File: src/rtl/hb_fault_pkg.sv
package hb_fault_pkg;
  localparam int CAUSE_W = 3;
  localparam int CAUSE_OC = 0;
  localparam int CAUSE_UC = 1;
  localparam int CAUSE_OT = 2;
  typedef logic [CAUSE_W-1:0] cause_t;
endpackage

File: src/rtl/hb_oc_filter.sv
module hb_oc_filter #(
  parameter int OC_CONFIRM = 2
) (
  input  logic clk,
  input  logic rst_n,
  input  logic oc_flag_i,
  input  logic oc_arm_i,
  input  logic clear_i,
  output logic oc_trip_o
);
  localparam int CW = $clog2(OC_CONFIRM + 1);
  localparam logic [CW-1:0] LAST = CW'(OC_CONFIRM - 1);
  localparam logic [CW-1:0] SAT  = CW'(OC_CONFIRM);

  logic [CW-1:0] run_q;
  logic          hit;

  assign hit       = oc_flag_i && oc_arm_i;
  assign oc_trip_o = hit && !clear_i && (run_q >= LAST);

  always_ff @(posedge clk or negedge rst_n) begin
    if (!rst_n)              run_q <= '0;
    else if (clear_i || !hit) run_q <= '0;
    else if (run_q != SAT)   run_q <= run_q + 1'b1;
  end

  generate
    if (OC_CONFIRM >= 2) begin : g_chk

      oc_two_samples_chk: assert property (@(posedge clk) disable iff (!rst_n)
        oc_trip_o |-> $past(oc_flag_i && oc_arm_i && !clear_i));
    end
  endgenerate
endmodule

File: src/rtl/hb_uc_sampler.sv
module hb_uc_sampler (
  input  logic clk,
  input  logic rst_n,
  input  logic uc_flag_i,
  input  logic uc_arm_i,
  input  logic lo_req_i,
  input  logic clear_i,
  output logic uc_trip_o
);
  logic lo_last_q;
  logic lo_fall;

  always_ff @(posedge clk or negedge rst_n) begin
    if (!rst_n) lo_last_q <= 1'b0;
    else        lo_last_q <= lo_req_i;
  end

  assign lo_fall   = lo_last_q && !lo_req_i;
  assign uc_trip_o = lo_fall && uc_flag_i && uc_arm_i && !clear_i;


  uc_on_fall_chk: assert property (@(posedge clk) disable iff (!rst_n)
    uc_trip_o |-> ($past(lo_req_i) && !lo_req_i));
endmodule

File: src/rtl/hb_fault_latch.sv
module hb_fault_latch
  import hb_fault_pkg::*;
(
  input  logic   clk,
  input  logic   rst_n,
  input  logic   clear_i,
  input  cause_t trip_i,
  output logic   fault_o,
  output cause_t cause_o
);
  logic   fault_q;
  cause_t cause_q;

  always_ff @(posedge clk or negedge rst_n) begin
    if (!rst_n) begin
      fault_q <= 1'b0;
      cause_q <= '0;
    end else if (clear_i) begin
      fault_q <= 1'b0;
      cause_q <= '0;
    end else begin
      if (|trip_i) fault_q <= 1'b1;
      cause_q <= cause_q | trip_i;
    end
  end

  assign fault_o = fault_q;
  assign cause_o = cause_q;


  clear_wins_chk: assert property (@(posedge clk) disable iff (!rst_n)
    clear_i |=> !fault_q);

  latch_holds_chk: assert property (@(posedge clk) disable iff (!rst_n)
    (fault_q && !clear_i) |=> fault_q);

  cause_with_fault_chk: assert property (@(posedge clk) disable iff (!rst_n)
    fault_q == (cause_q != '0));
endmodule

File: src/rtl/hb_fault_guard.sv
module hb_fault_guard
  import hb_fault_pkg::*;
#(
  parameter int OC_CONFIRM = 2
) (
  input  logic         clk,
  input  logic         rst_n,
  input  logic         oc_flag_i,
  input  logic         uc_flag_i,
  input  logic         ot_flag_i,
  input  logic         oc_arm_i,
  input  logic         uc_arm_i,
  input  logic         active_i,
  input  logic         hi_req_i,
  input  logic         lo_req_i,
  input  logic         shutdown_i,
  input  logic         uvlo_i,
  output logic         hi_drv_o,
  output logic         lo_drv_o,
  output logic         fault_o,
  output logic         low_power_o,
  output logic [2:0]   cause_o
);
  logic   clear;
  logic   oc_trip, uc_trip, ot_trip;
  cause_t trips;
  logic   fault;
  cause_t cause;
  logic   kill;

  assign clear = shutdown_i || uvlo_i;

  hb_oc_filter #(.OC_CONFIRM(OC_CONFIRM)) u_oc (
    .clk(clk), .rst_n(rst_n), .oc_flag_i(oc_flag_i), .oc_arm_i(oc_arm_i),
    .clear_i(clear), .oc_trip_o(oc_trip));

  hb_uc_sampler u_uc (
    .clk(clk), .rst_n(rst_n), .uc_flag_i(uc_flag_i), .uc_arm_i(uc_arm_i),
    .lo_req_i(lo_req_i), .clear_i(clear), .uc_trip_o(uc_trip));

  assign ot_trip = ot_flag_i && active_i && !clear;

  always_comb begin
    trips = '0;
    trips[CAUSE_OC] = oc_trip;
    trips[CAUSE_UC] = uc_trip;
    trips[CAUSE_OT] = ot_trip;
  end

  hb_fault_latch u_latch (
    .clk(clk), .rst_n(rst_n), .clear_i(clear), .trip_i(trips),
    .fault_o(fault), .cause_o(cause));

  assign kill        = fault || clear;
  assign hi_drv_o    = hi_req_i && !kill;
  assign lo_drv_o    = lo_req_i && !kill;
  assign fault_o     = fault;
  assign low_power_o = kill;
  assign cause_o     = cause;


  gates_off_chk: assert property (@(posedge clk) disable iff (!rst_n)
    fault_o |-> (!hi_drv_o && !lo_drv_o));

  ot_sets_chk: assert property (@(posedge clk) disable iff (!rst_n)
    (ot_flag_i && active_i && !clear) |=> (fault_o && cause_o[CAUSE_OT]));

  no_set_on_clear_chk: assert property (@(posedge clk) disable iff (!rst_n)
    clear |=> (cause_o == '0));
endmodule

File: config.mk
export PLATFORM = sky130hd
export DESIGN_NAME = hb_fault_guard
export DESIGN_NICKNAME = d
export VERILOG_FILES = /design/src/rtl/hb_fault_pkg.sv /design/src/rtl/hb_oc_filter.sv /design/src/rtl/hb_uc_sampler.sv /design/src/rtl/hb_fault_latch.sv /design/src/rtl/hb_fault_guard.sv
export SDC_FILE = /design/constraint.sdc
export NUM_CORES = 1
export LEC_CHECK = 0
export BUFFER_PORTS_ARGS = -buffer_cell sky130_fd_sc_hd__buf_2
export CAP_MARGIN = 10
export CORE_AREA = 2 2 39 41
export CTS_BUF_LIST = sky130_fd_sc_hd__clkbuf_8
export CTS_CLUSTER_SIZE = 25
export DETAILED_ROUTE_END_ITERATION = 7
export DIE_AREA = 0 0 41 43
export GPL_TIMING_DRIVEN = 0
export PLACE_DENSITY = 0.47
export SYNTH_ARGS = -nofsm -noshare
export SYNTH_HDL_FRONTEND = slang
export SYNTH_SLANG_ARGS = --single-unit
File: constraint.sdc
create_clock -name clk -period 1.75 [get_ports clk]
set_clock_uncertainty 0.1 [all_clocks]
set_input_delay 0.2625 -clock clk [delete_from_list [all_inputs] [get_ports clk]]
set_output_delay 0.2625 -clock clk [all_outputs]
set_load 0.02 [all_outputs]
==> reports/qor.yml, run 1 <==
cts.sinks: 7
ctsLongestPathBuffers: 2
viasPerCell: 4.41
end_kind: "output pin"
ys_ff_latch: 7
ios: 19
num_vias: 300
cts.clk_slew.worst_paths_ns: 0.04
rows: 14
critPathMaxFanout: 3
fmax_mhz: 619
hold_viol: 0
leakage_nw: 0.275
grt_pass1_vias: 279
hpwl_um: 545
finalHoldWorstSlack_ns: 0.0631
cpPeakStageDelay_ns: 0.38
synthCells: 29
worst_skew_pair.late_latency_ns: 0.22
nets: 67
finalCritPeriodShare: 0.923
setup_slack_ns: 0.134
core_mm2: 0.00138
crit_path_cell_trace: "nor3_1 -> and2_2 -> buf_2"
drc: 0
worst_ir_drop_vdd_uv: 354
min_period_ns: 1.62
cts_root_buffer: "clkbuf_8"
drt_iter0_drc: 1
grt_pass1_wl_um: 1190
cp.arrival_ns: 1.25
antenna_found_initial: 0
h-tree-depth: 1
finalSetupViolCount: 0
ys_warn_count: 0
cts_made_buffers: 3
area_growth_pct: 50.2
p_per_area_mw_per_mm2: 886
holdPathStages: 1
overflow: 0
status: "finished clean"
critPathCapture: "lo_drv_o"
max-cap-violations: 0
hp-class: "in2reg"
ys_types: 17
first_pass_iters: 4
tightest_slew_ns: 0.313
antenna_left: 0
routed_wl_um: 727
yosys.area.top_type: "dfrtp_1"
r2r_cells: 4
netlist_area_um2: 329
ys_seq_area_frac: 0.532
critPathSlowestCell: "dfrtp_1"
slew_violations: 0
path_class: "reg2out"
post-place-ws_ns: 0.347
startpoint: "u_latch.fault_o$_DFFE_PN0P_"
syn-num-nets: 43
grt_start_max_net_pins: 8
fp.dieArea_mm2: 0.00176
critPathLaunchType: "flip-flop"
start_util: 0.238
avgSynthCellArea_um2: 11.3
postCtsSetupRepairBufs: 0
r2r-start: "u_oc.run_q[0]$_DFFE_PN0P_"
timing.rr.end: "u_latch.fault_o$_DFFE_PN0P_"
crit_required_ns: 1.39
die_y_um: 43
cts-resized-gates: 0
synth_top_area_frac: 0.532
grt.total_usage: 0.107
max_slew_margin: 0.790
cts_tree: "done"
rsz0062_at_grt: "false"
drive_gt1_frac: 0.423
antennaDiodeCount: 0
port_buffers: 18
place.gp.congestion: 0.562
wl_per_cell_um: 10.7
r2r_slack_ns: 0.45
netlist_top_cells_area: "dfrtp_1, ha_1, o21a_1"
tns_ns: 0
die_x_um: 41
[cells by family after synthesis]
group,count (synthesis),synth area share
buf+inv,3,0.0342
compound gates,5,0.110
xor+xnor,1,0.0266
simple gates,10,0.190
flops,7,0.532
mux,1,0.0304
fa+ha+maj,2,0.0760
[layout make-up]
cell class                      instances  area [um^2]
Fill cell                             148          890
Sequential cell                         7          175
Inverter                                3         11.3
Tap cell                               16         20.0
Clock inverter                          1         3.75
Clock buffer                            3         41.3
Timing Repair Buffer                   19          100
Multi-Input combinational cell         19          143
[how the worst min path moves through the flow]
stage	start	endpoint	slack, ns
floorplan	rst_n	u_latch.cause_o[0]$_DFF_PN0_	-0.13
global placement	rst_n	u_latch.cause_o[0]$_DFF_PN0_	0.009
detailed placement	rst_n	u_latch.cause_o[0]$_DFF_PN0_	0.01
CTS	lo_req_i	u_uc.lo_last_q$_DFF_PN0_	0.06
global route	lo_req_i	u_uc.lo_last_q$_DFF_PN0_	0.07
finish	lo_req_i	u_uc.lo_last_q$_DFF_PN0_	0.06
[Yosys cell counts]
master   n
and2_1   1
nor3_1   2
dfrtp_1  7
nand2_1  1
o21a_1   2
and3b_1  1
and4b_1  1
mux2i_1  1
o31a_1   1
a21oi_1  1
nor4_1   2
a21o_1   1
inv_1    3
and2_2   1
nor2_1   1
xor2_1   1
ha_1     2
[worst max-delay path: cells and delay by family (launching register included)]
| family | cells | cell delay, ns |
|---|---|---|
| buffers and inverters | 1 | 0.15 |
| flip-flops | 1 | 0.38 |
| AND/OR/NAND/NOR | 2 | 0.50 |
[layout by cell type, fill, tap and decap left out]
cell type / n
a21o_1: 1
a21oi_1: 1
and2_1: 1
and2_2: 1
and3b_1: 1
and4b_1: 1
buf_2: 18
clkbuf_8: 3
dfrtp_1: 7
dlygate4sd3_1: 1
ha_1: 2
inv_1: 4
mux2i_1: 1
nand2_1: 1
nor2_1: 1
nor3_1: 2
nor4_1: 2
o21a_1: 2
o31a_1: 1
xor2_1: 1
[metal layers]
layer,GRT usage,up-vias,wire length (um)
met5,0,-,0
met4,0.0800,0,0
met3,0.0314,0,45
met2,0.147,10,355
met1,0.134,140,326
li1,-,150,-
[stage by stage]
step	total power [W]	cell area, um^2	util	cells
finish	0.000438	494	0.357	68
CTS	0.000445	494	0.357	68
global route	0.000456	494	0.357	68
global placement	0.000216	439	0.317	63
detailed placement	0.000216	439	0.317	63
floorplan	0.000190	329	-	29
[registers in the layout, summed over array words and instances (netlist names)]
signal	count
u_latch.fault_o	1
u_uc.lo_last_q	1
u_latch.cause_o	3
u_oc.run_q	2
[repair_timing]
| action | CTS | global route |
|---|---|---|
| hold buffers | 1 | 0 |
| setup endpoints to repair | 0 | 0 |
| endpoints found under the hold margin | 7 | 0 |
[power breakdown]
group	internal [W]	switching [W]
combinational	0.0000211	0.0000255
clock	0.000152	0.0000710
sequential	0.000167	0.00000185
Note: power is estimated with default switching activity, not from simulation.
==> run 2, diff against run 1 <==
==> constraint.sdc (replaced) <==
create_clock -name clk -period 1.75 [get_ports clk]
set_clock_uncertainty 0.1 [all_clocks]
set_input_delay 0.0875 -clock clk [delete_from_list [all_inputs] [get_ports clk]]
set_output_delay 0.0875 -clock clk [all_outputs]
set_load 0.02 [all_outputs]
==> reports/qor.yml, run 2 (synthesis results as in run 1) <==
tns_ns: 0  # unchanged
seqCellArea_um2: 175  # unchanged
ios: 19  # unchanged
dpl_cell_area_um2: 439  # unchanged
ctsLongestPathBuffers: 2  # unchanged
path_buf_inv: 3  # was 1
layout_commonest_cell: "buf_2"  # unchanged
finalSetupViolCount: 0  # unchanged
fmax_mhz: 628  # was 619 MHz
cts_root_buffer: "clkbuf_8"  # unchanged
postCtsSetupRepairBufs: 0  # unchanged
num_vias: 315  # was 300
antennaDiodeCount: 0  # unchanged
cts.sinks: 7  # unchanged
status: "finished clean"  # unchanged
port_buffers: 18  # unchanged
finalHoldWorstSlack_ns: 0.0255  # was 0.0631 ns
grt_pass1_wl_um: 1280  # was 1190 um
hp-class: "in2reg"  # unchanged
crit_top_cell: "buf_2"
hpwl_um: 545  # unchanged
hold_viol: 0  # unchanged
drt_iter0_drc: 1  # unchanged
wl_per_cell_um: 10.5  # was 10.7 um
cts-resized-gates: 0  # unchanged
antenna_left: 0  # unchanged
fp.dieArea_mm2: 0.00176  # unchanged
min_period_ns: 1.59  # was 1.62 ns
final_area_um2: 534  # was 494 um^2
hold_buffers: 5  # was 1
critPathMaxFanout: 5  # was 3
cpPeakStageDelay_ns: 0.53  # was 0.38 ns
end_kind: "output pin"  # unchanged
leakage_nw: 0.294  # was 0.275 nW
rows: 14  # unchanged
die_y_um: 43  # unchanged
core_mm2: 0.00138  # unchanged
fill_cells: 141  # was 148
rsz0062_at_grt: "false"  # unchanged
place.gp.congestion: 0.562  # unchanged
tightest_slew_ns: 0.310  # was 0.313 ns
slew_violations: 0  # unchanged
final_cell_mix: "buf_2, dfrtp_1, dlygate4sd3_1"  # was buf_2, dfrtp_1, inv_1
multi_input_area_um2: 143  # unchanged
start_util: 0.238  # unchanged
drc: 0  # unchanged
die_x_um: 41  # unchanged
p_per_area_mw_per_mm2: 830  # was 886 mW/mm^2
critPathLaunchType: "input port"  # was flip-flop
worst_skew_pair.late_latency_ns: 0.22  # about the same
max_slew_margin: 0.792  # was 0.790
max-cap-violations: 0  # unchanged
cp.arrival_ns: 1.41  # was 1.25 ns
path_class: "in2out"  # was reg2out
nets: 71  # was 67
cts_tree: "done"  # unchanged
antenna_found_initial: 0  # unchanged
grt.total_usage: 0.113  # was 0.107
first_pass_iters: 4  # unchanged
crit_required_ns: 1.56  # was 1.39 ns
cp_top_family: "buffers and inverters"  # was simple AND/OR/NAND/NOR gates
cts_made_buffers: 3  # unchanged
area_growth_pct: 62.4  # was 50.2%
crit_path_cell_trace: "dlygate4sd3_1 -> buf_2 -> nor3_1 -> and2_2 -> buf_2"  # was nor3_1 -> and2_2 -> buf_2
routed_wl_um: 757  # was 727 um
overflow: 0  # unchanged
worst_ir_drop_vdd_uv: 353  # was 354 uV
grt_pass1_vias: 317  # was 279
viasPerCell: 4.38  # was 4.41
finalCritPeriodShare: 0.911  # was 0.923
cts.clk_slew.worst_paths_ns: 0.04  # about the same
critPathSlowestCell: "dlygate4sd3_1"  # was dfrtp_1
largest_reg_flops: 3  # unchanged
h-tree-depth: 1  # unchanged
drive_gt1_frac: 0.393  # was 0.423
grt_start_max_net_pins: 8  # unchanged
-- run 2: changes by cell type in the layout (fill, tap and decap cells not counted) --
cell / before / now
dlygate4sd3_1: 1 / 5
-- run 2: layout make-up --
cell class | count | share of cell area
repair buffers | 23 | 0.262
clock inverters | 1 | 0.00703
well taps | 16 | 0.0375
flip-flops and latches | 7 | 0.328
inverters | 3 | 0.0211
multi-input cells | 19 | 0.267
clock buffers | 3 | 0.0773
-- run 2: worst reg2reg max path, delay by kind of cell, from the launching register on --
family                 cells  cell delay, ns
DFF                        1            0.36
AOI/OAI and AO/OA          1            0.14
buffers and inverters      1            0.54
and+or+nand+nor            1            0.06
-- run 2: report_power, final --
group          total [W]  switching (W)  internal, W
logic          0.0000526      0.0000263    0.0000264
registers       0.000168     0.00000186     0.000167
clock network   0.000223      0.0000708     0.000152
total           0.000444      0.0000989     0.000345
-- run 2: path summary, 6_finish.rpt --
path                                               from  cells past startpoint  slack, ns                      endpoint
hold / removal                                 oc_arm_i                      3       0.03     u_oc.run_q[1]$_DFFE_PN0P_
max in group asynchronous                         rst_n                      2       1.26   u_latch.fault_o$_DFFE_PN0P_
setup reg to reg           u_latch.cause_o[2]$_DFF_PN0_                      3       0.43  u_latch.cause_o[2]$_DFF_PN0_
setup / recovery                                 uvlo_i                      5       0.16                      lo_drv_o
min in group asynchronous                         rst_n                      2       0.13     u_oc.run_q[1]$_DFFE_PN0P_
hold reg to reg            u_latch.cause_o[0]$_DFF_PN0_                      1       0.38  u_latch.cause_o[0]$_DFF_PN0_
-- run 2: per-layer routing --
layer  up-vias  track usage  wire length [um]
li1        156            -                 -
met2        10        0.169               386
met3         0       0.0314                43
met4         0       0.0800                 0
met5         -            0                 0
met1       149        0.131               327
-- run 2: per-stage QoR --
stage / worst slack, ns / util / cells / power [W]
final: 0.156 / 0.386 / 72 / 0.000444
after global routing: 0.0770 / 0.386 / 72 / 0.000462
after CTS: 0.152 / 0.386 / 72 / 0.000451
after detailed placement: 0.462 / 0.317 / 63 / 0.000216
after global placement: 0.468 / 0.317 / 63 / 0.000216
after floorplan: 0.515 / - / 29 / 0.000190
